`src/rtl/intc_pkg.sv`:
```
package intc_pkg;

   localparam int unsigned OFS_RAW  = 0;
   localparam int unsigned OFS_MSKD = 4;
   localparam int unsigned OFS_MASK = 8;
   localparam int unsigned OFS_SET  = 12;
   localparam int unsigned OFS_CLR  = 16;

   typedef enum logic [1:0] {
      MOP_NONE = 2'd0,
      MOP_LOAD = 2'd1,
      MOP_SET  = 2'd2,
      MOP_CLR  = 2'd3
   } mask_op_e;

endpackage

```
`src/rtl/intc_mask_reg.sv`:
```
module intc_mask_reg
   import intc_pkg::*;
#(
   parameter int unsigned NUM_SRC = 28
) (
   input  logic               clk,
   input  logic               rst_n,
   input  mask_op_e           op,
   input  logic [NUM_SRC-1:0] wbits,
   output logic [NUM_SRC-1:0] mask_q
);

   logic [NUM_SRC-1:0] mask_d;

   always_comb begin
      unique case (op)
         MOP_LOAD: mask_d = wbits;
         MOP_SET:  mask_d = mask_q | wbits;
         MOP_CLR:  mask_d = mask_q & ~wbits;
         default:  mask_d = mask_q;
      endcase
   end

   always_ff @(posedge clk or negedge rst_n) begin
      if (!rst_n) mask_q <= '0;
      else        mask_q <= mask_d;
   end


   mask_reset_zero_chk: assert property (@(posedge clk) disable iff (!rst_n)
      $rose(rst_n) |-> (mask_q == '0));


   mask_load_chk: assert property (@(posedge clk) disable iff (!rst_n)
      (op == MOP_LOAD) |=> (mask_q == $past(wbits)));


   mask_set_chk: assert property (@(posedge clk) disable iff (!rst_n)
      (op == MOP_SET) |=> (mask_q == ($past(mask_q) | $past(wbits))));


   mask_clr_chk: assert property (@(posedge clk) disable iff (!rst_n)
      (op == MOP_CLR) |=> (mask_q == ($past(mask_q) & ~$past(wbits))));


   mask_hold_chk: assert property (@(posedge clk) disable iff (!rst_n)
      (op == MOP_NONE) |=> $stable(mask_q));

endmodule

```
`src/rtl/intc_line_gate.sv`:
```
module intc_line_gate #(
   parameter int unsigned NUM_SRC  = 28,
   parameter int unsigned NUM_FAST = 4
) (
   input  logic [NUM_SRC-1:0] src,
   input  logic [NUM_SRC-1:0] mask,
   output logic [NUM_SRC-1:0] masked,
   output logic               fast_o,
   output logic               norm_o
);

   localparam int unsigned NUM_NORM = NUM_SRC - NUM_FAST;

   logic [NUM_FAST-1:0] fast_chain;
   logic [NUM_NORM-1:0] norm_chain;

   for (genvar i = 0; i < NUM_SRC; i++) begin : g_gate
      assign masked[i] = src[i] & mask[i];
   end

   for (genvar f = 0; f < NUM_FAST; f++) begin : g_fast
      if (f == 0) begin : g_first
         assign fast_chain[f] = masked[f];
      end else begin : g_next
         assign fast_chain[f] = fast_chain[f-1] | masked[f];
      end
   end

   for (genvar n = 0; n < NUM_NORM; n++) begin : g_norm
      if (n == 0) begin : g_first
         assign norm_chain[n] = masked[NUM_FAST+n];
      end else begin : g_next
         assign norm_chain[n] = norm_chain[n-1] | masked[NUM_FAST+n];
      end
   end

   assign fast_o = fast_chain[NUM_FAST-1];
   assign norm_o = norm_chain[NUM_NORM-1];

endmodule

```
`src/rtl/intc_bus_port.sv`:
```
module intc_bus_port
   import intc_pkg::*;
#(
   parameter int unsigned NUM_SRC = 28,
   parameter int unsigned DATA_W  = 32,
   parameter int unsigned ADDR_W  = 5
) (
   input  logic [ADDR_W-1:0]  addr,
   input  logic               wr,
   input  logic [DATA_W-1:0]  wdata,
   input  logic [NUM_SRC-1:0] raw,
   input  logic [NUM_SRC-1:0] masked,
   input  logic [NUM_SRC-1:0] mask,
   output mask_op_e           op,
   output logic [NUM_SRC-1:0] wbits,
   output logic [DATA_W-1:0]  rdata
);

   localparam logic [ADDR_W-1:0] A_RAW  = ADDR_W'(OFS_RAW);
   localparam logic [ADDR_W-1:0] A_MSKD = ADDR_W'(OFS_MSKD);
   localparam logic [ADDR_W-1:0] A_MASK = ADDR_W'(OFS_MASK);
   localparam logic [ADDR_W-1:0] A_SET  = ADDR_W'(OFS_SET);
   localparam logic [ADDR_W-1:0] A_CLR  = ADDR_W'(OFS_CLR);

   assign wbits = wdata[NUM_SRC-1:0];

   always_comb begin
      op = MOP_NONE;
      if (wr) begin
         if (addr == A_MASK)     op = MOP_LOAD;
         else if (addr == A_SET) op = MOP_SET;
         else if (addr == A_CLR) op = MOP_CLR;
      end
   end

   always_comb begin
      rdata = '0;
      if (addr == A_RAW)       rdata[NUM_SRC-1:0] = raw;
      else if (addr == A_MSKD) rdata[NUM_SRC-1:0] = masked;
      else if (addr == A_MASK) rdata[NUM_SRC-1:0] = mask;
   end

endmodule

```
`src/rtl/intc_unlatched_top.sv`:
```
module intc_unlatched_top
   import intc_pkg::*;
#(
   parameter int unsigned NUM_SRC  = 28,
   parameter int unsigned NUM_FAST = 4,
   parameter int unsigned DATA_W   = 32,
   parameter int unsigned ADDR_W   = 5
) (
   input  logic               clk,
   input  logic               rst_n,
   input  logic [NUM_SRC-1:0] src_lvl,
   input  logic [ADDR_W-1:0]  reg_addr,
   input  logic               reg_wr,
   input  logic [DATA_W-1:0]  reg_wdata,
   output logic [DATA_W-1:0]  reg_rdata,
   output logic               fast_irq,
   output logic               norm_irq
);

   if (NUM_FAST < 1 || NUM_FAST >= NUM_SRC) begin : g_bad_split
      $error("fast group must be non-empty and leave at least one normal source");
   end
   if (NUM_SRC > DATA_W) begin : g_bad_width
      $error("source count exceeds data width");
   end
   if ((1 << ADDR_W) <= OFS_CLR) begin : g_bad_addr
      $error("offset width too small for the register map");
   end

   mask_op_e           op;
   logic [NUM_SRC-1:0] wbits;
   logic [NUM_SRC-1:0] mask_q;
   logic [NUM_SRC-1:0] masked;

   intc_bus_port #(
      .NUM_SRC (NUM_SRC),
      .DATA_W  (DATA_W),
      .ADDR_W  (ADDR_W)
   ) u_port (
      .addr   (reg_addr),
      .wr     (reg_wr),
      .wdata  (reg_wdata),
      .raw    (src_lvl),
      .masked (masked),
      .mask   (mask_q),
      .op     (op),
      .wbits  (wbits),
      .rdata  (reg_rdata)
   );

   intc_mask_reg #(
      .NUM_SRC (NUM_SRC)
   ) u_mask (
      .clk    (clk),
      .rst_n  (rst_n),
      .op     (op),
      .wbits  (wbits),
      .mask_q (mask_q)
   );

   intc_line_gate #(
      .NUM_SRC  (NUM_SRC),
      .NUM_FAST (NUM_FAST)
   ) u_gate (
      .src    (src_lvl),
      .mask   (mask_q),
      .masked (masked),
      .fast_o (fast_irq),
      .norm_o (norm_irq)
   );

endmodule

```
`config.mk`:
```
export PLATFORM = sky130hd
export DESIGN_NAME = intc_unlatched_top
export DESIGN_NICKNAME = d
export VERILOG_FILES = /design/src/rtl/intc_pkg.sv /design/src/rtl/intc_mask_reg.sv /design/src/rtl/intc_line_gate.sv /design/src/rtl/intc_bus_port.sv /design/src/rtl/intc_unlatched_top.sv
export SDC_FILE = /design/constraint.sdc
export NUM_CORES = 1
export LEC_CHECK = 0
export BUFFER_PORTS_ARGS = -buffer_cell sky130_fd_sc_hd__clkbuf_2
export CAP_MARGIN = 20
export CORE_UTILIZATION = 55
export CTS_BUF_LIST = sky130_fd_sc_hd__clkbuf_16
export DETAILED_ROUTE_END_ITERATION = 16
export PLACE_DENSITY = 0.95
export SYNTH_ARGS = -nofsm -noshare
export SYNTH_HDL_FRONTEND = slang
export SYNTH_HIERARCHICAL = 1
export SYNTH_SLANG_ARGS = --single-unit
```
`constraint.sdc`:
```
create_clock -name clk -period 4.7 [get_ports clk]
set_input_delay 1.175 -clock clk [delete_from_list [all_inputs] [get_ports clk]]
set_output_delay 1.175 -clock clk [all_outputs]
set_load 0.05 [all_outputs]
```
==> flow_metrics.py <==
metrics = {
    "placement": {
        "placement.setup.worst_slack_ns": 0.2974,
        "place.detailed.hpwl_mm": 5.554,
        "buffer_ports.inserted": 93,
        "placed_area_um2": 3492,
        "finalWeightedCongestion": 0.7867,
        "placed_cells": 476,
    },
    "sta": {
        "setup_viol": 0,
        "grt_setup_unrepaired": "false",
        "max_slew_headroom_at_the_worst_pin_pct": 41.55,
        "final.period_utilization_pct": 93.92,
        "timing.clock.skew_ns": 0,
        "worst_slack_ns": 0.2860,
        "max_freq_ghz": 0.2266,
        "finalHoldViolations": 0,
        "tightest_slew_ns": 0.8759,
        "period_minus_slack_ns": 4.414,
        "maxSlewViolCount": 0,
        "totalNegativeSetupSlack_ns": 0,
    },
    "floorplanning": {
        "core_um2": 5675,
        "top_level_ports": 102,
        "die-width_um": 79.82,
        "die_h_um": 79.82,
        "die_ar_um2": 6371,
        "floorplan.initialDensity_pct": 58.69,
        "rows": 27,
    },
    "critical_path": {
        "critPathLaunchType": "input pin",
        "setup_slack_of_the_worst_register_to_register_path_ns": 3.84,
        "critPathMaxFanout": 2,
        "rr_worst_depth": 2,
        "worst_setup_path_end_kind": "output port",
        "worst_flop_to_flop_path_endpoint": "u_mask/mask_q[23]",
        "timing.critical_path.arrival_ns": 3.24,
        "worst_ep_required_time_ns": 3.52,
        "regToRegStartpoint": "u_mask/mask_q[23]",
        "worstSetupPathType": "input pin to output port",
    },
    "drt": {
        "detail_route.first_pass.iterations": 4,
        "drt_drc_violations_left": 0,
        "wirelength_mm": 7.645,
        "dr.max_layer_used": "met4",
        "drt-met1-wl_mm": 3.295,
        "vias": 2843,
        "initialDrtViolationCount": 121,
        "wl_met2_mm": 3.824,
        "routed_wire_length_per_instance_um": 15.93,
        "wl_met3_um": 426,
        "detail_route.vias_per_cell": 5.923,
        "antenna_violating_nets_post_route": 0,
    },
    "global_route": {
        "grtUsageTotal_pct": 24.32,
        "grt_pass1_wl_mm": 12.21,
        "overflow": 0,
        "pin_count_of_the_biggest_net_entering_global_routing": 57,
        "grt_pass1_vias": 2641,
        "grt_antenna_before_repair": 0,
    },
    "cells_and_area": {
        "registers.top_by_ff_count": "u_mask/mask_q",
        "antenna_diode_count": 0,
        "synthToLayoutAreaGrowth_pct": 7.212,
        "finalInstanceArea_um2": 3571,
        "nNetsFinal": 477,
        "instances_no_fill": 480,
        "layout_top_registers": "u_mask/mask_q x28",
        "drive_above_1_share_pct": 38.48,
        "largest_register_ffs": 28,
        "layout_utilization_pct": 62.92,
    },
    "logic_synthesis": {
        "ys_types": 29,
        "ys_dominant_reg_cell": "dfrtp_1",
        "synth_seq_area_share_pct": 21.04,
        "synth_area_um2": 3331,
        "synthesis.yosys.warnings": 6,
        "synth_enable_flop_cells": 0,
        "post_synthesis_area_per_instance_um2": 9.201,
        "ys_async_sr_fraction_pct": 100.0,
        "syn_inst": 362,
        "synth_seq_cells": 28,
    },
    "job": {
        "cap_violations": 0,
    },
    "worst_hold_path": {
        "hold_path_end": "u_mask/mask_q[16]",
        "worstHoldPathCells": 2,
        "min_path_type": "flop to flop",
        "hp-start": "u_mask/mask_q[16]",
    },
    "clock_network": {
        "ctsRootBufferMaster": "clkbuf_16",
        "cts_setup_buffers": 0,
        "hold_buffers": 0,
        "maximum_number_of_buffers_from_clock_root_to_sink": 2,
        "clock_insertion_delay_worst_skew_ns": 0.26,
        "cells_resized_by_post_cts_repair": 0,
        "cts.clk_slew.worst_paths_ns": 0.07,
        "cts-buffers-inserted": 3,
        "cts_sinks": 28,
        "cts_htree_levels": 1,
        "cts_tree": "built",
    },
    "power_and_ir_drop": {
        "p_leak_nw": 1.499,
        "ir_worst_vdd_mv": 0.1558,
        "powerDensity_nw_per_um2": 185.3,
    },
    "outcome": {
        "status": "completed",
    },
}
[power breakdown]
part	internal (mW)	switching [mW]
clock	0.114	0.0862
sequential	0.249	0.00859
combinational	0.0836	0.120
[cells in the mapped netlist (3+ instances only)]
master / number / area share (%)
buf_6: 5 / 1.7
nor2_1: 3 / 0.34
or4_1: 8 / 1.8
a211oi_1: 36 / 8.1
buf_12: 4 / 2.4
mux2i_1: 28 / 8.4
clkbuf_1: 5 / 0.56
a22oi_1: 28 / 6.3
a211oi_2: 20 / 7.5
buf_4: 34 / 7.7
and2_1: 26 / 4.9
buf_2: 12 / 1.8
or2b_1: 20 / 4.5
a21bo_2: 26 / 7.8
nor2b_1: 28 / 5.3
dfrtp_1: 28 / 21
nand2b_1: 36 / 6.8
[cell families after synthesis]
logic type             synth area share, %
XOR/XNOR                            0.2630
buffers and inverters                14.46
other                               0.1126
AND/OR/NAND/NOR                      25.21
flip-flops                           21.04
multiplexers                         8.415
AO/OA/AOI/OAI                        30.50
[worst max-delay path: stages]
cell and delay (ns):
clkbuf_2 0.09, and2_4 0.15, or4_1 0.54, or4_1 0.49, or4_1 0.54, clkbuf_2 0.26
[worst max-delay path by stage]
stage | start | to | slack [ns] | depth (start not counted)
after global routing | src_lvl[10] | norm_irq | 0.24 | 6
after global placement | src_lvl[22] | norm_irq | 0.35 | 6
final | src_lvl[10] | norm_irq | 0.29 | 6
after floorplan | src_lvl[22] | norm_irq | 0.49 | 4
after CTS | src_lvl[22] | norm_irq | 0.30 | 6
after detailed placement | src_lvl[22] | norm_irq | 0.30 | 6
[placed cells by master, fill, tap and decap left out, drive strengths merged]
cell type,count
and2,28
clkinv,1
clkbuf,96
and3b,1
or4,8
mux2i,28
nor2b,28
nor3,1
nand2b,36
nand2,1
a211oi,56
buf,7
a21bo,28
or2b,20
conb,4
a22oi,28
dfrtp,28
or3,1
inv,1
or2,2
xnor2,1
nor2,3
a21oi,1
[layer usage]
metal | up-vias | global-route usage, %
met1 | 1367 | 30.17
met4 | 0 | 7.679
li1 | 1375 | -
met2 | 93 | 43.68
met5 | - | 0
met3 | 8 | 2.629
[area by class of cell]
| type | instances | area (um2) |
|---|---|---|
| Inverter | 1 | 3.754 |
| Tap cell | 72 | 90.09 |
| Clock inverter | 1 | 3.754 |
| Timing Repair Buffer | 100 | 530.5 |
| Sequential cell | 28 | 700.7 |
| Clock buffer | 3 | 75.07 |
| Multi-Input combinational cell | 275 | 2167 |
| Fill cell | 475 | 2105 |
[per-stage QoR]
step	hold WS (ns)	total power, mW
floorplan	0.5422	0.4287
global placement	0.5611	0.4561
detailed placement	0.5700	0.4650
CTS	0.5852	0.6633
global route	0.6103	0.6894
finish	0.5848	0.6617
Power figures use the tool's default switching activity.
